==> config.mk <==
export PLATFORM = sky130hd
export DESIGN_NAME = wh_clk_divider
export DESIGN_NICKNAME = d
export VERILOG_FILES = /design/src/rtl/clkdiv_pkg.sv /design/src/rtl/clkdiv_cfg.sv /design/src/rtl/clkdiv_core.sv /design/src/rtl/clkdiv_outsel.sv /design/src/rtl/wh_clk_divider.sv
export SDC_FILE = /design/constraint.sdc
export NUM_CORES = 1
export LEC_CHECK = 0
export CAP_MARGIN = 20
export CORE_ASPECT_RATIO = 0.6
export CORE_MARGIN = 2
export CORE_UTILIZATION = 38
export DETAILED_ROUTE_END_ITERATION = 8
export GPL_TIMING_DRIVEN = 0
export HOLD_SLACK_MARGIN = 0.02
export PLACE_DENSITY = 0.79
export SETUP_SLACK_MARGIN = 0.05
export SYNTH_ARGS = -nofsm -noshare
export SYNTH_HDL_FRONTEND = slang
export SYNTH_SLANG_ARGS = --single-unit
==> constraint.sdc <==
create_clock -name clk -period 1.65 [get_ports clk]
set_clock_uncertainty 0.15 [all_clocks]
set_input_delay 0.2475 -clock clk [delete_from_list [all_inputs] [get_ports clk]]
set_output_delay 0.2475 -clock clk [all_outputs]
set_load 0.01 [all_outputs]
==> src/rtl/clkdiv_pkg.sv <==
package clkdiv_pkg;

    localparam int REG_W      = 32;
    localparam int FIELD_SLOT = 4;
    localparam int HI_LSB     = 16;
    localparam int LO_LSB     = 20;
    localparam int BYP_BIT    = 24;
    localparam int REQ_BIT    = 25;

    typedef enum logic {
        PH_HIGH = 1'b0,
        PH_LOW  = 1'b1
    } phase_e;

    typedef struct packed {
        logic                  byp;
        logic [FIELD_SLOT-1:0] lo_cnt;
        logic [FIELD_SLOT-1:0] hi_cnt;
    } div_cfg_t;

    function automatic logic [FIELD_SLOT-1:0] field_mask(input int unsigned width);
        logic [FIELD_SLOT-1:0] m;
        for (int i = 0; i < FIELD_SLOT; i++) begin
            m[i] = (i < int'(width));
        end
        return m;
    endfunction

    function automatic div_cfg_t unpack_cfg(input logic [REG_W-1:0] w,
                                            input int unsigned width);
        div_cfg_t c;
        c.hi_cnt = w[HI_LSB +: FIELD_SLOT] & field_mask(width);
        c.lo_cnt = w[LO_LSB +: FIELD_SLOT] & field_mask(width);
        c.byp    = w[BYP_BIT];
        return c;
    endfunction

    function automatic logic [REG_W-1:0] pack_cfg(input div_cfg_t c, input logic pend);
        logic [REG_W-1:0] w;
        w = '0;
        w[HI_LSB +: FIELD_SLOT] = c.hi_cnt;
        w[LO_LSB +: FIELD_SLOT] = c.lo_cnt;
        w[BYP_BIT]              = c.byp;
        w[REQ_BIT]              = pend;
        return w;
    endfunction

endpackage

==> src/rtl/clkdiv_cfg.sv <==
module clkdiv_cfg
    import clkdiv_pkg::*;
#(
    parameter int CNT_W = 4
) (
    input  logic             clk,
    input  logic             rst,
    input  logic             we,
    input  logic [REG_W-1:0] wdata,
    input  logic             boundary,
    output div_cfg_t         shadow_o,
    output logic             pend_o,
    output logic [REG_W-1:0] rdata_o
);

    div_cfg_t shadow_q;
    logic     pend_q;
    logic     unused_wbits;

    assign unused_wbits = ^{wdata[REG_W-1:REQ_BIT+1], wdata[HI_LSB-1:0]};

    always_ff @(posedge clk) begin
        if (rst) begin
            shadow_q <= '0;
            pend_q   <= 1'b0;
        end else if (we && !pend_q) begin
            shadow_q <= unpack_cfg(wdata, CNT_W);
            pend_q   <= wdata[REQ_BIT];
        end else if (pend_q && boundary) begin
            pend_q   <= 1'b0;
        end
    end

    assign shadow_o = shadow_q;
    assign pend_o   = pend_q;
    assign rdata_o  = pack_cfg(shadow_q, pend_q);

endmodule

==> src/rtl/clkdiv_core.sv <==
module clkdiv_core
    import clkdiv_pkg::*;
#(
    parameter int CNT_W = 4
) (
    input  logic     clk,
    input  logic     rst,
    input  div_cfg_t shadow,
    input  logic     pend,
    output logic     boundary_o,
    output logic     q_o,
    output logic     byp_o
);

    div_cfg_t           act_q;
    phase_e             phase_q;
    logic [CNT_W-1:0]   cnt_q;
    logic [FIELD_SLOT-1:0] cnt_ext;
    logic               hi_last;
    logic               lo_last;

    assign cnt_ext    = FIELD_SLOT'(cnt_q);
    assign hi_last    = (phase_q == PH_HIGH) && (cnt_ext == act_q.hi_cnt);
    assign lo_last    = (phase_q == PH_LOW)  && (cnt_ext == act_q.lo_cnt);
    assign boundary_o = lo_last;

    always_ff @(posedge clk) begin
        if (rst) begin
            act_q   <= '0;
            phase_q <= PH_LOW;
            cnt_q   <= '0;
        end else begin
            if (hi_last) begin
                phase_q <= PH_LOW;
                cnt_q   <= '0;
            end else if (lo_last) begin
                phase_q <= PH_HIGH;
                cnt_q   <= '0;
                if (pend) begin
                    act_q <= shadow;
                end
            end else begin
                cnt_q   <= cnt_q + 1'b1;
            end
        end
    end

    assign q_o   = (phase_q == PH_HIGH);
    assign byp_o = act_q.byp;

endmodule

==> src/rtl/clkdiv_outsel.sv <==
module clkdiv_outsel (
    input  logic clk_in,
    input  logic byp,
    input  logic q,
    output logic clk_out
);

    always_comb begin
        if (byp) begin
            clk_out = clk_in;
        end else begin
            clk_out = q;
        end
    end

endmodule

==> src/rtl/wh_clk_divider.sv <==
module wh_clk_divider
    import clkdiv_pkg::*;
#(
    parameter int CNT_W = 4
) (
    input  logic        clk,
    input  logic        rst,
    input  logic        cfg_we,
    input  logic [31:0] cfg_wdata,
    output logic [31:0] cfg_rdata,
    output logic        div_clk
);

    div_cfg_t shadow;
    logic     pend;
    logic     boundary;
    logic     div_q;
    logic     act_byp;

    generate
        if (CNT_W < 1 || CNT_W > FIELD_SLOT) begin : g_bad_width
            initial $error("CNT_W must lie between 1 and 4");
        end
    endgenerate

    clkdiv_cfg #(.CNT_W(CNT_W)) u_cfg (
        .clk      (clk),
        .rst      (rst),
        .we       (cfg_we),
        .wdata    (cfg_wdata),
        .boundary (boundary),
        .shadow_o (shadow),
        .pend_o   (pend),
        .rdata_o  (cfg_rdata)
    );

    clkdiv_core #(.CNT_W(CNT_W)) u_core (
        .clk        (clk),
        .rst        (rst),
        .shadow     (shadow),
        .pend       (pend),
        .boundary_o (boundary),
        .q_o        (div_q),
        .byp_o      (act_byp)
    );

    clkdiv_outsel u_out (
        .clk_in  (clk),
        .byp     (act_byp),
        .q       (div_q),
        .clk_out (div_clk)
    );

endmodule

==> results_dict.tcl <==
set metrics [dict create \
    tns_ns 0 \
    overflow 0 \
    worst-setup-path-type "clk -> out" \
    routed_wl_mm 2.31 \
    dieArea_um2 3710 \
    grt_max_degree 15 \
    place_ws_ns -0.139 \
    min_from "rst" \
    leakagePower_nw 0.747 \
    finalNetCount 226 \
    port-buffer-count 22 \
    total_power_mw 1.75 \
    diodes 0 \
    clkPwrFrac 0.380 \
    drc_errors 0 \
    rows 15 \
    dp_hpwl_mm 1.75 \
    place_congestion 0.749 \
    critPathCaptureType "primary output" \
    drive_gt1_frac 0.217 \
    antenna_left 0 \
    dp_cells 225 \
    final_hold_viol_count 0 \
    startpoint_type "clock port" \
    via_per_inst 4.07 \
    rsz0062_at_grt "no" \
    finalInstanceArea_um2 1670 \
    synthArstFlopShare 0 \
    arrival_ns 1.18 \
    cts_tree "done" \
    dieHeight_um 48 \
    worstPathRequired_ns 1.25 \
    post_cts_buffers 0 \
    ys.warnings.count 0 \
    maxSlewViolCount 0 \
    hold_path_class "in -> reg" \
    grt_pass1_vias 859 \
    path_max_fanout 2 \
    die_w_um 77.3 \
    start_util 0.414 \
    synthFlopType "dfxtp_1" \
    cts_hold_buf 0 \
    avgSynthCellArea_um2 8.76 \
    setup_slack_ns 0.0716 \
    core_um2 2970 \
    synth_area_um2 1230 \
    ys_ff_latch 24 \
    wl_per_cell_um 10.0 \
    path_clk_slew_ns 0.09 \
    yosysUniqueCellTypes 23 \
    switchingPower_mw 0.478 \
    swShare 0.273 \
    seqPwrFrac 0.396 \
    ys_seq_area_frac 0.392 \
    antenna_found_initial 0 \
    outcome "finished clean" \
    final_cells 231 \
    hold_depth 3 \
    initialDrtViolationCount 38 \
    setup_violations 0 \
    grt_usage 0.140 \
    dpl_cell_area_um2 1580 \
    internal-power_mw 1.27 \
    insertion_delay_ns 0.37 \
    worstReg2RegStart "u_core.cnt_ext[1]" \
    vias 941 \
    drt_pass1_iterations 4 \
    reg2reg_setup_slack_ns 0.17 \
    syn-instance-count 140 \
    ir_drop_mv 0.400 \
    fillers 289 \
    grt_pass1_wl_mm 3.69 \
    maxCapViolCount 0 \
    pwr-share-comb 0.224 \
    r2r_end "u_core.act_q[6]" \
    worstHoldEndpoint "u_core.act_q[3]" \
    ff2ff_path_depth 5 \
    power_density_nw_per_um2 1050 \
    io_pins 68 \
    area_growth_pct 36.3 \
    synth_edf_count 0 \
]
-- cell usage after synthesis (2+ instances only) --
library cell / number / area [um2]
xor2_1: 2 / 17.5
a21oi_1: 10 / 50.1
buf_4: 23 / 173
nand2_1: 21 / 78.8
nand3_2: 2 / 20.0
mux2i_1: 9 / 90.1
nand2b_1: 20 / 125
o21ai_0: 3 / 15.0
nor2_1: 2 / 7.51
xnor2_1: 7 / 61.3
dfxtp_1: 24 / 480
nor3_1: 3 / 15.0
clkbuf_1: 4 / 15.0
-- worst max-delay path, cell delays in order --
cell,delay (ns)
clkbuf_8,0.11
nand2_2,0.06
o21ai_2,0.05
buf_2,0.14
-- stage by stage --
step                hold slack (ns)   util
finish                        0.216  0.564
global route                  0.246  0.564
CTS                           0.213  0.565
detailed placement            0.320  0.532
global placement              0.310  0.532
floorplan                     0.233      -
-- logic make-up after synthesis --
| logic type | share of synthesized area |
|---|---|
| adder cells (fa/ha/maj) | 0.0102 |
| AO/OA/AOI/OAI | 0.0612 |
| other | 0.00306 |
| buffers and inverters | 0.165 |
| flip-flops | 0.392 |
| AND/OR/NAND/NOR | 0.231 |
| XOR/XNOR | 0.0643 |
| multiplexers | 0.0735 |
-- layout make-up --
class	instances	area (um2)	area share
sequential	24	487	0.291
buffer	28	199	0.119
inverter	1	3.75	0.00225
multi-input combinational	108	628	0.376
tap	42	52.6	0.0314
clock inverter	1	30.0	0.0180
clock buffer	6	73.8	0.0442
timing repair buffer	21	198	0.118
-- registers in the layout (all words and copies together) (netlist names) --
signal          cells
u_cfg.pend_o        1
u_core.cnt_ext      4
u_core.byp_o        1
u_cfg.rdata_o       9
u_core.act_q        8
u_core.phase_q      1
-- worst max path at each step --
stage	from	end	cells after the start
6_report	clk	div_clk	4
5_1_grt	clk	div_clk	4
4_1_cts	clk	div_clk	5
3_5_place_dp	clk	div_clk	3
3_3_place_gp	clk	div_clk	3
2_1_floorplan	clk	div_clk	2
-- metal layers --
metal	routed length [um]	vias up	share of wire	track usage
li1	-	503	-	-
met1	1130	409	0.49	0.160
met2	997	29	0.43	0.203
met3	186	0	0.080	0.0868
met4	0	0	0	0.0821
met5	0	-	0	0
-- power by group through the flow --
stage | combinational (mW) | sequential (mW) | clock, mW
5_1_grt | 0.439 | 0.705 | 0.717
3_3_place_gp | 0.403 | 0.700 | 0.0297
2_1_floorplan | 0.294 | 0.696 | 0.0104
4_1_cts | 0.394 | 0.690 | 0.750
3_5_place_dp | 0.405 | 0.702 | 0.0297
6_report | 0.392 | 0.693 | 0.665
-- cells in the final DEF, fill, tap and decap left out, drive strengths merged --
cell type / netlist / routed
clkbuf: 4 / 9
inv: 1 / 1
mux2i: 9 / 9
dlygate4sd2: 0 / 10
nor3b: 1 / 1
clkdlybuf4s50: 0 / 11
buf: 24 / 25
or2b: 1 / 1
xor2: 2 / 2
a21oi: 10 / 10
xnor2: 7 / 7
a41o: 1 / 1
ha: 1 / 1
o21ai: 3 / 3
nand3: 3 / 3
nor2: 2 / 2
bufinv: 0 / 1
nor3: 4 / 4
nand2: 21 / 21
nand2b: 20 / 20
dfxtp: 24 / 24
nor2b: 1 / 1
conb: 1 / 22
-- what timing repair did --
| action | in CTS | in global routing |
|---|---|---|
| setup endpoints to repair | 14 | 5 |
| gates cloned | 0 | 0 |
| endpoints found under the hold margin | 0 | 0 |
| resized for setup | 17 | 5 |
(Power assumes the default switching activity.)
